==> config.mk <==
export PLATFORM = sky130hd
export DESIGN_NAME = dchan_gen
export DESIGN_NICKNAME = d
export VERILOG_FILES = /design/src/rtl/dcg_pkg.sv /design/src/rtl/dcg_level_cmp.sv /design/src/rtl/dcg_period_meter.sv /design/src/rtl/dcg_burst_gen.sv /design/src/rtl/dchan_gen.sv
export SDC_FILE = /design/constraint.sdc
export NUM_CORES = 1
export LEC_CHECK = 0
export BUFFER_PORTS_ARGS = -buffer_cell sky130_fd_sc_hd__buf_2
export CORE_MARGIN = 8
export CORE_UTILIZATION = 62
export CTS_BUF_LIST = sky130_fd_sc_hd__clkbuf_4 sky130_fd_sc_hd__clkbuf_8 sky130_fd_sc_hd__clkbuf_16
export DETAILED_ROUTE_END_ITERATION = 10
export GPL_TIMING_DRIVEN = 0
export PLACE_DENSITY = 0.8
export SLEW_MARGIN = 25
export SYNTH_ARGS = -nofsm -noshare
export SYNTH_HDL_FRONTEND = slang
export SYNTH_SLANG_ARGS = --single-unit
==> constraint.sdc <==
create_clock -name clk -period 10.1 [get_ports clk]
set_clock_uncertainty 0.1 [all_clocks]
set_input_delay 2.02 -clock clk [delete_from_list [all_inputs] [get_ports clk]]
set_output_delay 2.02 -clock clk [all_outputs]
set_load 0.02 [all_outputs]
==> src/rtl/dcg_pkg.sv <==
package dcg_pkg;

    // Channel B timing as right shifts of the measured period
    localparam int DLY_SHIFT = 3;   // 1/8 period -> 45 degrees
    localparam int WID_SHIFT = 2;   // 1/4 period -> 25 % duty

    // Lock progress of the period meter
    typedef enum logic [1:0] {
        LK_IDLE   = 2'd0,
        LK_ONE    = 2'd1,
        LK_LOCKED = 2'd2
    } lock_state_t;

    // Comparator result for the current tick
    typedef struct packed {
        logic level;   // chan_a value after this cycle
        logic rise;    // valid tick on which chan_a goes 0 -> 1
    } cmp_t;

endpackage

==> src/rtl/dcg_level_cmp.sv <==
module dcg_level_cmp
    import dcg_pkg::*;
#(
    parameter int SAMPLE_W = 12
) (
    input  logic                clk,
    input  logic                rst,
    input  logic                smp_valid,
    input  logic [SAMPLE_W-1:0] smp,
    input  logic [SAMPLE_W-1:0] thr,
    input  logic [SAMPLE_W-1:0] hyst,
    output cmp_t                nxt,
    output logic                a_q
);
    localparam int EW = SAMPLE_W + 1;

    logic [EW-1:0] smp_w;
    logic [EW-1:0] thr_w;
    logic [EW-1:0] up_lim;
    logic [EW-1:0] smp_plus_h;
    logic          lvl;

    always_comb begin
        smp_w      = {1'b0, smp};
        thr_w      = {1'b0, thr};
        up_lim     = thr_w + {1'b0, hyst};
        smp_plus_h = smp_w + {1'b0, hyst};
        if (a_q) lvl = !(smp_plus_h <= thr_w);
        else     lvl = (smp_w > up_lim);
        nxt.level = smp_valid ? lvl : a_q;
        nxt.rise  = smp_valid & lvl & ~a_q;
    end

    always_ff @(posedge clk) begin
        if (rst) a_q <= 1'b0;
        else     a_q <= nxt.level;
    end

    assert_a_idle_hold_R3: assert property (@(posedge clk) disable iff (rst)
        !smp_valid |=> $stable(a_q));

    assert_a_rise_above_R1: assert property (@(posedge clk) disable iff (rst)
        (smp_valid && !a_q && (smp_w > up_lim)) |=> a_q);

endmodule

==> src/rtl/dcg_period_meter.sv <==
module dcg_period_meter
    import dcg_pkg::*;
#(
    parameter int PERIOD_W = 16
) (
    input  logic                clk,
    input  logic                rst,
    input  logic                tick,
    input  logic                rise,
    output logic [PERIOD_W-1:0] per_nxt,
    output logic                lock_nxt,
    output logic [PERIOD_W-1:0] per_q,
    output logic                lock_q
);
    localparam logic [PERIOD_W-1:0] CNT_MAX = {PERIOD_W{1'b1}};

    lock_state_t         st_q, st_n;
    logic [PERIOD_W-1:0] cnt_q, cnt_n, cnt_inc;

    always_comb begin
        cnt_inc = (cnt_q == CNT_MAX) ? cnt_q : cnt_q + 1'b1;
        st_n    = st_q;
        cnt_n   = cnt_q;
        per_nxt = per_q;
        if (tick) begin
            if (rise) begin
                cnt_n = '0;
                if (st_q == LK_IDLE) begin
                    st_n = LK_ONE;
                end else begin
                    st_n    = LK_LOCKED;
                    per_nxt = cnt_inc;
                end
            end else begin
                cnt_n = cnt_inc;
            end
        end
        lock_nxt = (st_n == LK_LOCKED);
        lock_q   = (st_q == LK_LOCKED);
    end

    always_ff @(posedge clk) begin
        if (rst) begin
            st_q  <= LK_IDLE;
            cnt_q <= '0;
            per_q <= '0;
        end else begin
            st_q  <= st_n;
            cnt_q <= cnt_n;
            per_q <= per_nxt;
        end
    end

    assert_period_live_R4: assert property (@(posedge clk) disable iff (rst)
        lock_q |-> (per_q != '0));

    assert_lock_sticky_R5: assert property (@(posedge clk) disable iff (rst)
        lock_q |=> lock_q);

endmodule

==> src/rtl/dcg_burst_gen.sv <==
module dcg_burst_gen
    import dcg_pkg::*;
#(
    parameter int PERIOD_W = 16
) (
    input  logic                clk,
    input  logic                rst,
    input  logic                tick,
    input  logic                rise,
    input  logic [PERIOD_W-1:0] per,
    input  logic                lock,
    output logic                b_q
);
    localparam logic [PERIOD_W-1:0] PH_MAX = {PERIOD_W{1'b1}};

    logic [PERIOD_W-1:0] ph_q, ph_n;
    logic [PERIOD_W-1:0] dly, wid, stop;
    logic                b_n;

    always_comb begin
        dly  = per >> DLY_SHIFT;
        wid  = per >> WID_SHIFT;
        stop = dly + wid;
        if (rise)                ph_n = '0;
        else if (ph_q == PH_MAX) ph_n = ph_q;
        else                     ph_n = ph_q + 1'b1;
        b_n = lock && (ph_n >= dly) && (ph_n < stop);
    end

    always_ff @(posedge clk) begin
        if (rst) begin
            ph_q <= '0;
            b_q  <= 1'b0;
        end else if (tick) begin
            ph_q <= ph_n;
            b_q  <= b_n;
        end
    end

    assert_phase_restart_R8: assert property (@(posedge clk) disable iff (rst)
        (tick && rise) |=> (ph_q == '0));

    assert_b_idle_hold_R3: assert property (@(posedge clk) disable iff (rst)
        !tick |=> $stable(b_q));

endmodule

==> src/rtl/dchan_gen.sv <==
module dchan_gen
    import dcg_pkg::*;
#(
    parameter int SAMPLE_W = 12,
    parameter int PERIOD_W = 16
) (
    input  logic                clk,
    input  logic                rst,
    input  logic                smp_valid,
    input  logic [SAMPLE_W-1:0] smp_data,
    input  logic [SAMPLE_W-1:0] thr_level,
    input  logic [SAMPLE_W-1:0] hyst_band,
    output logic                chan_a,
    output logic                chan_b
);
    cmp_t                cmp;
    logic [PERIOD_W-1:0] per_nxt, per_q;
    logic                lock_nxt, lock_q;

    dcg_level_cmp #(.SAMPLE_W(SAMPLE_W)) cmp_i (
        .clk       (clk),
        .rst       (rst),
        .smp_valid (smp_valid),
        .smp       (smp_data),
        .thr       (thr_level),
        .hyst      (hyst_band),
        .nxt       (cmp),
        .a_q       (chan_a)
    );

    dcg_period_meter #(.PERIOD_W(PERIOD_W)) meter_i (
        .clk      (clk),
        .rst      (rst),
        .tick     (smp_valid),
        .rise     (cmp.rise),
        .per_nxt  (per_nxt),
        .lock_nxt (lock_nxt),
        .per_q    (per_q),
        .lock_q   (lock_q)
    );

    dcg_burst_gen #(.PERIOD_W(PERIOD_W)) burst_i (
        .clk  (clk),
        .rst  (rst),
        .tick (smp_valid),
        .rise (cmp.rise),
        .per  (per_nxt),
        .lock (lock_nxt),
        .b_q  (chan_b)
    );

    assert_b_needs_lock_R5: assert property (@(posedge clk) disable iff (rst)
        chan_b |-> lock_q);

    assert_b_window_R7: assert property (@(posedge clk) disable iff (rst)
        chan_b |-> (per_q >= PERIOD_W'(4)));

endmodule

==> summary.txt <==
Post-synth EDFFs - 0
Initial Utilization - 63.6%
PortBufs - 38
syn nets - 829
max-slew violations - 0
clock buffer depth - 2
min-delay worst type - reg -> reg
1st-iter DRT viols - 470
layout cells sized above 1 - 11.2%
share of synthesized registers carrying an async set or reset - 0%
final hold violation count - 0
Pwr per Cell Area - 85.9 mW/mm^2
CP max FO - 5
Die Ht - 111 um
Total GRT Usage - 22.8%
Seq/Total Area, Yosys - 18.0%
core area - 0.00872 mm^2
Worst setup SP type - input port
row count - 34
Non-Filler Instances - 852
synth cell count leaders - ha_1, a21oi_1, nor2_1
Root Buffer - clkbuf_8
Cells after Synth - 695
most common flop cell mapped by yosys - dfxtp_1
Wirelength per Cell - 17.3 um
vias - 5386
Die Wd - 111 um
Post-Syn Area - 0.00555 mm^2
Final Setup Violations - 0
slew of the pin with the lowest slew margin - 0.728 ns
Max Fclk - 105 MHz
number of remaining DRC errors - 0
TritonCTS clock tree - built
Ys Warns - 0
gpl congestion - 0.913
CTS Buf Count - 5
Vias/cell - 6.32
total grt overflow - 0
Worst setup EP type - flip-flop
grt met3 use - 2.92%
final wirelength - 14700 um
M1 GR Usage - 31.5%
Max rail drop VDD - 0.0537 mV
Final period util - 94.5%
antenna violations before repair - 0
Avg Inst Size Synth - 7.98 um^2
met2 GRT Util - 36.6%
Detail Placement HPWL - 11800 um
required time worst endpoint - 10.21 ns
TNS Setup - 0 ns
H-tree levels - 2
vias in the first global route - 5039
ant diodes - 0
number of library cell types mapped by synthesis - 67
first-pass GRT wire length - 24100 um
count leader, synth - ha_1
unrepaired setup endpoints after global routing - no
flops & latches, synth - 50
CP arrival - 9.66 ns
leading area contributor after synthesis - ha_1
Inst Count DP - 841
drt first pass iters - 6
grt peak-use layer - met2
insertion delay to the later sink of the worst-skew pair - 0.32 ns
Max Cap Viol - 0
P&R area growth vs syn - 8.59%
clk sinks - 50
status - complete, no violations
min Tclk post-route - 9.55 ns
die area - 0.0122 mm^2
top-area cell type share of the netlist area - 20.7%
Leak - 0.00270 uW
pin count of the biggest net entering global routing - 16
Final #Nets - 877
IO Count - 41
crit path max-delay cell type - mux2_2
WS Path Type - in -> reg
CP peak stage delay - 0.45 ns
clock slew at reported path FFs - 0.09 ns
synth top area cells - ha_1, dfxtp_1, a21oi_1
Antenna Nets Post-Route - 0
Max transition margin - 50.8%
==> metal layers <==
layer  routed length [um]  vias to the layer above
met4                  170                        0
li1                     -                     2625
met2                 6720                      207
met1                 6800                     2539
met5                    0                        -
met3                 1020                       15
==> layout make-up <==
class,count,area [um^2]
tap,108,135
timing repair buffer,41,213
buffer,24,108
multi-input combinational,580,4320
clock inverter,2,12.5
fill,739,2700
clock buffer,6,82.6
sequential,50,1000
inverter,41,154
==> worst max-delay path, delay by kind of cell <==
kind	cells	cell delay, ns
AO/OA/AOI/OAI	15	3.39
AND/OR/NAND/NOR	8	1.79
adder cells (fa/ha/maj)	5	1.56
multiplexers	1	0.45
XOR/XNOR	2	0.34
buffers and inverters	1	0.11
==> cell usage in the layout, fill, tap and decap left out, types with 17 or more instances in the layout <==
cell type	n
nand3_1	30
nor2_1	63
nor2b_1	21
a21oi_1	64
dfxtp_1	50
ha_1	92
xor2_1	17
nand2_1	36
o21ai_0	30
buf_2	43
xnor2_1	34
inv_1	40
==> registers in the layout, summed over array words and instances (netlist names) <==
name and flops:
meter_i.cnt_q 16, burst_i.ph_q 16, cmp_i.a_q 1, meter_i.st_q 2, meter_i.per_q 14, burst_i.b_q 1
==> cell families after synthesis <==
family                     Yosys count  synth area share (%)
muxes                               21                  4.01
adders and majority gates           95                  21.8
and+or+nand+nor                    232                  22.3
buffers and inverters               65                  4.71
xor gates and xnor gates            51                  8.05
AOI/OAI and AO/OA                  181                  21.0
DFF                                 50                  18.0
==> power by group <==
group          switching, uW  internal (uW)
clock network           73.2           55.3
registers               3.40            200
logic                    108           77.7
==> what timing repair did <==
action	CTS	global route
hold buffers	0	0
buffers inserted	0	3
pin swaps	0	2
endpoints found under the setup margin	1	1
gates resized for setup	2	7
==> path summary, 6_finish.rpt <==
check                                 startpoint               to  slack (ns)  cells after the start
worst max-delay path                thr_level[1]      burst_i.b_q        0.55                     32
worst min-delay path             meter_i.st_q[1]  meter_i.st_q[1]        0.40                      2
worst max register to register  meter_i.cnt_q[0]      burst_i.b_q        4.09                     24
worst min register to register   meter_i.st_q[1]  meter_i.st_q[1]        0.40                      2
==> metrics by stage <==
step	power, uW	hold slack, ns	setup WS, ns	util (%)	cell area, um^2
2_1_floorplan	338	0.341	0.967	-	5550
3_3_place_gp	379	0.354	-0.187	67.4	5870
3_5_place_dp	388	0.371	-0.437	67.4	5870
4_1_cts	512	0.392	0.0395	68.5	5970
5_1_grt	545	0.444	0.00382	69.1	6030
6_report	518	0.397	0.551	69.1	6030
No activity file was read; power rests on OpenSTA's default activity.
